File: config.mk
export PLATFORM = sky130hd
export DESIGN_NAME = xq_admit
export DESIGN_NICKNAME = d
export VERILOG_FILES = /design/src/rtl/xq_pkg.sv /design/src/rtl/xq_lfsr.sv /design/src/rtl/xq_fifo.sv /design/src/rtl/xq_fsm.sv /design/src/rtl/xq_admit.sv
export SDC_FILE = /design/constraint.sdc
export NUM_CORES = 1
export LEC_CHECK = 0
export BUFFER_PORTS_ARGS = -buffer_cell sky130_fd_sc_hd__buf_2
export CORE_UTILIZATION = 30
export DETAILED_ROUTE_END_ITERATION = 12
export HOLD_SLACK_MARGIN = 0.15
export PLACE_DENSITY = 0.44
export SETUP_SLACK_MARGIN = 0.3
export SYNTH_ARGS = -nofsm -noshare
export SYNTH_HDL_FRONTEND = slang
export SYNTH_SLANG_ARGS = --single-unit
File: constraint.sdc
create_clock -name clk -period 10.3 [get_ports clk]
set_clock_uncertainty 0.05 [all_clocks]
set_input_delay 3.09 -clock clk [delete_from_list [all_inputs] [get_ports clk]]
set_output_delay 3.09 -clock clk [all_outputs]
set_load 0.05 [all_outputs]
File: src/rtl/xq_pkg.sv
package xq_pkg;
  typedef enum logic [1:0] {
    LV_CALM = 2'd0,
    LV_WARM = 2'd1,
    LV_HOT  = 2'd2,
    LV_JAM  = 2'd3
  } lvl_t;

  typedef enum logic [1:0] {
    ACT_TAKE  = 2'd0,
    ACT_DROP  = 2'd1,
    ACT_HALF  = 2'd2,
    ACT_FIFTH = 2'd3
  } act_t;
endpackage

File: src/rtl/xq_lfsr.sv
module xq_lfsr #(
  parameter int          RW    = 16,
  parameter logic [RW-1:0] SEED  = 16'hACE1,
  parameter logic [RW-1:0] TAPS  = 16'hB400,
  parameter int          OUT_W = 10
) (
  input  logic             clk,
  input  logic             rst_n,
  output logic [OUT_W-1:0] rnd
);
  logic [RW-1:0] r_q, r_d;
  logic          fb;

  always_comb begin
    fb  = ^(r_q & TAPS);
    r_d = {r_q[RW-2:0], fb};
  end

  always_ff @(posedge clk or negedge rst_n) begin
    if (!rst_n) r_q <= SEED;
    else        r_q <= r_d;
  end

  assign rnd = r_q[OUT_W-1:0];
endmodule

File: src/rtl/xq_fifo.sv
module xq_fifo #(
  parameter int W     = 32,
  parameter int DEPTH = 6,
  localparam int PW   = (DEPTH > 1) ? $clog2(DEPTH) : 1,
  localparam int CW   = $clog2(DEPTH + 1)
) (
  input  logic          clk,
  input  logic          rst_n,
  input  logic          push,
  input  logic [W-1:0]  din,
  input  logic          pop,
  output logic [W-1:0]  dout,
  output logic [CW-1:0] cnt
);
  localparam logic [PW-1:0] LAST = PW'(DEPTH - 1);

  logic [W-1:0]  mem [DEPTH];
  logic [PW-1:0] wr_q, wr_d, rd_q, rd_d;
  logic [CW-1:0] cnt_q, cnt_d;

  always_comb begin
    wr_d  = wr_q;
    rd_d  = rd_q;
    cnt_d = cnt_q;
    if (push) wr_d = (wr_q == LAST) ? '0 : wr_q + 1'b1;
    if (pop)  rd_d = (rd_q == LAST) ? '0 : rd_q + 1'b1;
    case ({push, pop})
      2'b10:   cnt_d = cnt_q + 1'b1;
      2'b01:   cnt_d = cnt_q - 1'b1;
      default: cnt_d = cnt_q;
    endcase
  end

  always_ff @(posedge clk or negedge rst_n) begin
    if (!rst_n) begin
      wr_q  <= '0;
      rd_q  <= '0;
      cnt_q <= '0;
    end else begin
      wr_q  <= wr_d;
      rd_q  <= rd_d;
      cnt_q <= cnt_d;
    end
  end

  always_ff @(posedge clk) begin
    if (push) mem[wr_q] <= din;
  end

  assign dout = mem[rd_q];
  assign cnt  = cnt_q;
endmodule

File: src/rtl/xq_fsm.sv
module xq_fsm
  import xq_pkg::*;
#(
  parameter int DEPTH     = 6,
  parameter int LOW_MARK  = 2,
  parameter int HIGH_MARK = 4,
  parameter int RND_W     = 10,
  parameter int HALF_LIM  = 512,
  parameter int FIFTH_LIM = 205,
  localparam int CW       = $clog2(DEPTH + 1)
) (
  input  logic             clk,
  input  logic             rst_n,
  input  logic             arr_valid,
  input  logic             pop,
  input  logic [CW-1:0]    cnt,
  input  logic [RND_W-1:0] rnd,
  output logic             admit,
  output logic [1:0]       level,
  output logic             bp_req
);
  localparam logic [CW-1:0]    LOW  = CW'(LOW_MARK);
  localparam logic [CW-1:0]    HIGH = CW'(HIGH_MARK);
  localparam logic [CW-1:0]    FULL = CW'(DEPTH);
  localparam logic [RND_W-1:0] HL   = RND_W'(HALF_LIM);
  localparam logic [RND_W-1:0] FL   = RND_W'(FIFTH_LIM);

  function automatic act_t act_of(lvl_t s, logic [CW-1:0] n);
    case (s)
      LV_CALM: act_of = (n < HIGH) ? ACT_TAKE : (n < FULL) ? ACT_HALF : ACT_DROP;
      LV_WARM: act_of = (n < HIGH) ? ACT_TAKE : ACT_HALF;
      LV_HOT:  act_of = (n < HIGH) ? ACT_HALF : (n < FULL) ? ACT_FIFTH : ACT_DROP;
      default: act_of = (n < FULL) ? ACT_FIFTH : ACT_DROP;
    endcase
  endfunction

  function automatic lvl_t next_of(lvl_t s, logic [CW-1:0] n);
    case (s)
      LV_CALM: next_of = (n < LOW) ? LV_CALM : (n < HIGH) ? LV_WARM :
                         (n < FULL) ? LV_HOT : LV_JAM;
      LV_WARM: next_of = (n < LOW) ? LV_CALM : (n < HIGH) ? LV_WARM : LV_HOT;
      LV_HOT:  next_of = (n < HIGH) ? LV_WARM : (n < FULL) ? LV_HOT : LV_JAM;
      default: next_of = (n < FULL) ? LV_HOT : LV_JAM;
    endcase
  endfunction

  lvl_t          lvl_q, lvl_d;
  logic          bp_q, bp_d;
  logic [CW-1:0] seen, post;
  act_t          act;
  logic          lucky, full, event_now;

  always_comb begin
    seen = cnt - {{(CW-1){1'b0}}, pop};
    act  = act_of(lvl_q, seen);
    full = (seen >= FULL);
    case (act)
      ACT_TAKE:  lucky = 1'b1;
      ACT_HALF:  lucky = (rnd < HL);
      ACT_FIFTH: lucky = (rnd < FL);
      default:   lucky = 1'b0;
    endcase
    admit     = arr_valid && !full && lucky;
    post      = seen + {{(CW-1){1'b0}}, admit};
    event_now = arr_valid || pop;
    lvl_d     = event_now ? next_of(lvl_q, post) : lvl_q;
    bp_d      = (lvl_d == LV_JAM) && (lvl_q != LV_JAM);
  end

  always_ff @(posedge clk or negedge rst_n) begin
    if (!rst_n) begin
      lvl_q <= LV_CALM;
      bp_q  <= 1'b0;
    end else begin
      lvl_q <= lvl_d;
      bp_q  <= bp_d;
    end
  end

  assign level  = lvl_q;
  assign bp_req = bp_q;
endmodule

File: src/rtl/xq_admit.sv
module xq_admit #(
  parameter int W         = 32,
  parameter int DEPTH     = 6,
  parameter int LOW_MARK  = 2,
  parameter int HIGH_MARK = 4,
  parameter int RND_W     = 10,
  parameter int HALF_LIM  = 512,
  parameter int FIFTH_LIM = 205,
  localparam int CW       = $clog2(DEPTH + 1)
) (
  input  logic         clk,
  input  logic         rst_n,
  input  logic         arr_valid,
  input  logic [W-1:0] arr_flit,
  output logic         arr_take,
  output logic         arr_drop,
  output logic         link_valid,
  output logic [W-1:0] link_flit,
  input  logic         link_ready,
  output logic [1:0]   level,
  output logic         bp_req
);
  logic [CW-1:0]    occ;
  logic [RND_W-1:0] rnd;
  logic             admit, pop;

  assign link_valid = (occ != '0);
  assign pop        = link_valid && link_ready;
  assign arr_take   = admit;
  assign arr_drop   = arr_valid && !admit;

  xq_lfsr #(.RW(16), .SEED(16'hACE1), .TAPS(16'hB400), .OUT_W(RND_W)) u_rng (
    .clk (clk),
    .rst_n (rst_n),
    .rnd (rnd)
  );

  xq_fifo #(.W(W), .DEPTH(DEPTH)) u_q (
    .clk  (clk),
    .rst_n (rst_n),
    .push (admit),
    .din  (arr_flit),
    .pop  (pop),
    .dout (link_flit),
    .cnt  (occ)
  );

  xq_fsm #(
    .DEPTH(DEPTH), .LOW_MARK(LOW_MARK), .HIGH_MARK(HIGH_MARK),
    .RND_W(RND_W), .HALF_LIM(HALF_LIM), .FIFTH_LIM(FIFTH_LIM)
  ) u_fsm (
    .clk       (clk),
    .rst_n     (rst_n),
    .arr_valid (arr_valid),
    .pop       (pop),
    .cnt       (occ),
    .rnd       (rnd),
    .admit     (admit),
    .level     (level),
    .bp_req    (bp_req)
  );
endmodule

# == After elaboration in Yosys (flattened, before gate mapping) ==
# Memory sizes are Yosys's and may differ from the RTL's.
# Cells that the tools add are included.
# word_totals
mem_bits_rw,192
input_bits,36
wordCells,63
n_memories,1
reg_bits,28
output_inout_bits,38
# memory_table
memory,words,word_bits,rd,rd_clocked_by_memory_dff,write_ports,line_no,text
u_q.mem,6,32,1,0,1,xq_fifo.sv:17,logic [W-1:0] mem [DEPTH];
# op_classes
add_sub_neg,6
muxes,19
magnitude_cmp,8
n_reduce_logical,13
n_eq_ne,10
# ops
cell,count
2-bit two-way mux,10
16-bit parity,1
"3-bit < comparator, second input constant",4
2-bit one-hot mux with 3 select lines,2
"2-bit == test, second input constant",5
"10-bit < comparator, second input constant",1
"10-bit by 8-bit < comparator with 1-bit output, second input constant",1
"3-bit by 1-bit adder with 3-bit output, second input constant",3
"3-bit == test, second input constant",2
3-bit two-way mux,2
3-bit one-hot mux with 2 select lines,1
1-bit logical AND,5
"2-bit by 1-bit == test with 1-bit output, second input constant",2
2-bit zero test,2
3-bit by 1-bit adder with 3-bit output,1
"3-bit >= comparator, second input constant",1
"3-bit by 2-bit < comparator with 1-bit output, second input constant",1
1-bit two-way mux,3
1-bit one-hot mux with 3 select lines,1
3-bit nonzero test,1
3-bit by 1-bit subtractor with 3-bit output,1
"3-bit by 1-bit subtractor with 3-bit output, second input constant",1
1-bit zero test,2
"2-bit != test, second input constant",1
other kinds (2),2

# == Depth between registers and ports, before layout ==
# depth
depth_word,19
depth_mapped,12

# == Hierarchy ==
# Synthesis repeated with hierarchy kept, for this count alone.
# unflattened
hier_cells,474
hier_area_um2,8757.1
# modules_own_cells
module,area_per_inst_um2,n_inst,cells_each
xq_fifo,7950.1,1,413
xq_lfsr,511.7,1,29
xq_fsm,272.8,1,29
xq_admit,22.5,1,3

# == Worst setup path before layout ==
# No wires, ideal clock.
# synth_path
path_kind,input to register
from,in link_ready
to,mem u_q.mem[2][0] (enable)
setup_time_ps,513
t_arrival_ps,7608
stages,7
slack_ps,2129
path_cell_list,o31a_1 -> ha_1 -> ha_1 -> xnor2_1 -> o2bb2ai_1 -> o211ai_2 -> nor4b_1
# synth_via
elab_chain_len,11
word_cells_on_any_way,20
# synth_lines
item,line_no,text
from (decl),xq_admit.sv:19,"input logic link_ready,"
1-bit logical AND *,xq_admit.sv:28,assign pop = link_valid && link_ready;
3-bit by 1-bit subtractor with 3-bit output *,xq_fsm.sv:54,"seen = cnt - {{(CW-1){1'b0}}, pop};"
3-bit < comparator,"xq_fsm.sv:30, xq_fsm.sv:32, xq_fsm.sv:33",
"2-bit two-way mux, on equally long branches","xq_fsm.sv:30, xq_fsm.sv:32, xq_fsm.sv:33",
"2-bit two-way mux, on equally long branches","xq_fsm.sv:30, xq_fsm.sv:32",
2-bit one-hot mux with 3 select lines,xq_fsm.sv:29,case (s)
2-bit == test / 2-bit zero test (equally long branches),xq_fsm.sv:57,case (act)
1-bit one-hot mux with 3 select lines,xq_fsm.sv:57,
1-bit logical AND *,xq_fsm.sv:63,admit = arr_valid && !full && lucky;
1-bit two-way mux *,xq_fifo.sv:47,if (push) mem[wr_q] <= din;
1-bit two-way mux (not written as such) *,xq_fifo.sv:47,
to (decl),xq_fifo.sv:17,
# Every way passes the cells marked *; elsewhere a longest branch is shown, timed or not.

# == Final worst setup path ==
# layout_path
from,in link_ready
to,out arr_drop
# layout_via
elab_chain_len,11
word_cells_on_any_way,20
# layout_lines
item,line_no,text
1-bit logical AND *,xq_admit.sv:28,
net pop,xq_admit.sv:25,"logic admit, pop;"
3-bit by 1-bit subtractor with 3-bit output *,xq_fsm.sv:54,
3-bit < comparator,"xq_fsm.sv:30, xq_fsm.sv:32, xq_fsm.sv:33",
"2-bit two-way mux, on equally long branches","xq_fsm.sv:30, xq_fsm.sv:32, xq_fsm.sv:33",
"2-bit two-way mux, on equally long branches","xq_fsm.sv:30, xq_fsm.sv:32",
2-bit one-hot mux with 3 select lines,xq_fsm.sv:29,
2-bit == test / 2-bit zero test (equally long branches),xq_fsm.sv:57,
1-bit one-hot mux with 3 select lines,xq_fsm.sv:57,
1-bit logical AND *,xq_fsm.sv:63,
1-bit zero test *,xq_admit.sv:30,assign arr_drop = arr_valid && !admit;
1-bit logical AND *,xq_admit.sv:30,
to (decl),xq_admit.sv:16,"output logic arr_drop,"
# The timed path passes the listed nets; every way through them passes the cells marked *.

==> results.md <==
- Mapped Cells: 428
- CP Max Fanout: 9
- Synth Register Bits: 220
- Chip Height: 169.1 um
- Starting density of the core: 0.3081
- Number of global-route vias before repair: 4397
- Total GRT Usage: 0.1179
- Routed wire length: 16410 um
- Mapped Area: 0.008372 mm^2
- Largest stage delay, worst path: 0.46 ns
- Slew Viols, Final: 0
- Avg Cell Area, Syn: 19.56 um^2
- Row cnt: 60
- Synth warnings: 0
- Synth top area share: 0.6887
- Routed WL per cell: 18.11 um
- Postcts setup bufs: 0
- Vias/cell: 4.477
- Most common cell in the netlist: edfxtp_1
- Largest cells by area after synthesis: edfxtp_1 69%, mux4_2 8.6%, dfrtp_1 6.0%, mux2i_1 3.9%, dfstp_2 2.5%
- CTS buffer count: 25
- Via count: 4056
- Syn nets: 469
- Final Setup Violations: 0
- Critical path's slowest cell: o211ai_2
- Crit-path cells: buf_2 > o31a_1 > ha_1 > ha_1 > xnor2_1 > nor2b_4 > o211ai_2 > and2_1 > buf_2
- Critical Path AT: 5.02 ns
- Final ANT Viol Nets: 0
- Cts repair resizes: 0
- Crit path buf inv count: 2
- Pin count of the biggest net entering global routing: 43
- Core area: 0.02718 mm^2
- Fmax: 122.6 MHz
- Placer Congestion: 0.6830
- Post-synth EDFFs: 192
- Cell area power density: 321.1 mW/mm^2
- Grt peak-use layer: met2
- Die width: 169.1 um
- Fillers: 2569
- Crit share post-route: 0.7920
- Lkg Pwr: 3.524 nW
- RSZ-0062 raised after global routing: no
- DPL Wire Length: 8972 um
- Critical Path RT: 7.16 ns
- I/O Buffers: 73
- Critical Path Start Type: input pin
- First-iteration detailed-routing DRC count: 188
- Met2 GRT Util: 0.2001
- First-pass DRT Iterations: 4
- Status: finished, final reports clean
- Initial antenna violation count: 2
- Worst-Skew Late Latency: 0.51 ns
- Final setup TNS: 0 ns
- Distinct cells, synth: 37
- Clock sink count: 220
- Fraction of registers with async set/reset: 0.1273
- I/O Pins: 74
- Crit path kind: input pin to output port
- Sequential share of the synthesized area: 0.7736
- Ratio of cells with drive above 1 in the final layout: 0.3208
- Sequential cell area: 0.006482 mm^2
- Number of max-cap violations: 0
- Synth area leader: edfxtp_1
- First-pass GRT wire length: 25340 um
- Synth Flop Type: edfxtp_1
- Remaining DRCs: 0
- Synth top cells by count: 192 x edfxtp_1, 36 x nor2_1, 34 x a21oi_1
- Crit end category: output port
- Hold violation total from the final report: 0
- CTS tree: built
- VDD IR-drop max: 0.1627 mV
- Clock root buffer: clkbuf_16
- Htree depth: 1
- Nets@finish: 556
- Clock slew at reported path FFs: 0.06 ns
- Hold-fix buffers at CTS: 0
- Slew headroom: 0.2986
- Kind of cell adding the most delay to the critical path: compound AO/OA/AOI/OAI gates
- Grt met1 use: 0.1516
- Met3 Usage GRT: 0.02619
- Max Root-Sink Buffers: 3
- Final min period: 8.157 ns
- Gr ovfl total: 0
- Syn-to-layout area delta: 19.56%
- Multi-input logic area: 0.001815 mm^2
- Slew @ Worst Pin: 1.052 ns
- Util after Layout: 0.3683
- Worst hold path type: flip-flop to flip-flop
- Die area: 0.02858 mm^2
==> metal layers <==
layer  wire (um)  vias to the layer above
met5          13                        -
met4         216                        2
met3         788                       17
met2        8113                       75
met1        7279                     2103
li1            -                     1859
==> placed cells by master (no fill, tap or decap), types with 2 or more instances in the layout <==
master and instances:
mux2_4 2, xnor2_1 6, bufinv_16 2, buf_2 73
dfstp_2 8, nor3_1 2, clkinv_2 5, edfxtp_1 192
clkbuf_8 3, and2_2 2, dfrtp_2 2, nor4b_2 2
mux4_2 32, nor2_1 36, clkbuf_1 7, inv_1 5
clkinv_1 2, buf_4 6, ha_1 4, mux2i_1 33
clkbuf_16 26, a211o_1 2, dfrtp_1 17, xor2_1 4
o21ai_0 3, nand2_1 5, a21oi_1 34
==> report_power, final <==
part	leakage [nW]	switching, mW	internal [mW]
sequential	2.08	0.123	1.13
combinational	1.04	0.739	0.368
clock	0.401	0.327	0.532
total	3.52	1.19	2.03
==> sequential cells by signal, indices dropped and copies added, names as in the netlist <==
name and count:
u_q.cnt 3, u_rng.r_q 16, u_q.mem 192, u_fsm.level 2, u_q.wr_q 3, u_q.rd_q 3
u_fsm.bp_req 1
==> metrics by stage <==
| step | hold slack, ns | setup slack, ns | area (um^2) | std cells | power, mW |
|---|---|---|---|---|---|
| after floorplan | 0.2830 | 2.129 | 8372 | 428 | 2.112 |
| after global placement | 0.2919 | 2.200 | 9196 | 860 | 2.392 |
| after detailed placement | 0.3011 | 2.134 | 9196 | 860 | 2.405 |
| after CTS | 0.3171 | 2.122 | 10010 | 905 | 3.275 |
| after global routing | 0.3239 | 2.004 | 10010 | 905 | 3.383 |
| final | 0.3153 | 2.143 | 10010 | 906 | 3.214 |
==> cell families after synthesis <==
family                   share of synthesized area
adder cells (fa/ha/maj)                   0.008370
AO/OA/AOI/OAI                              0.03109
multiplexers                                0.1291
buffers and inverters                      0.01390
flip-flops                                  0.7736
AND/OR/NAND/NOR                            0.03064
XOR/XNOR                                   0.01330
==> path summary, 6_finish.rpt <==
check,from,end,slack (ns),cells after the start
hold / removal,u_rng.r_q[5]$_DFF_PN1_,u_rng.r_q[6]$_DFF_PN1_,0.32,0
setup reg to reg,u_q.cnt[2]$_DFFE_PN0P_,u_q.mem[2][0]$_DFFE_PP_,6.45,8
setup / recovery,link_ready,arr_drop,2.14,9
max in group asynchronous,rst_n,u_q.rd_q[0]$_DFFE_PN0P_,7.20,1
hold reg to reg,u_rng.r_q[5]$_DFF_PN1_,u_rng.r_q[6]$_DFF_PN1_,0.32,0
min in group asynchronous,rst_n,u_q.rd_q[2]$_DFFE_PN0P_,2.55,1
==> area by class of cell <==
class,count,share of cell area
antenna,1,0.0002500
multi-input combinational,183,0.1814
inverter,6,0.002250
clock buffer,36,0.07175
sequential,220,0.6476
clock inverter,9,0.009250
timing repair buffer,79,0.04100
tap,372,0.04650
(Power assumes the default switching activity.)
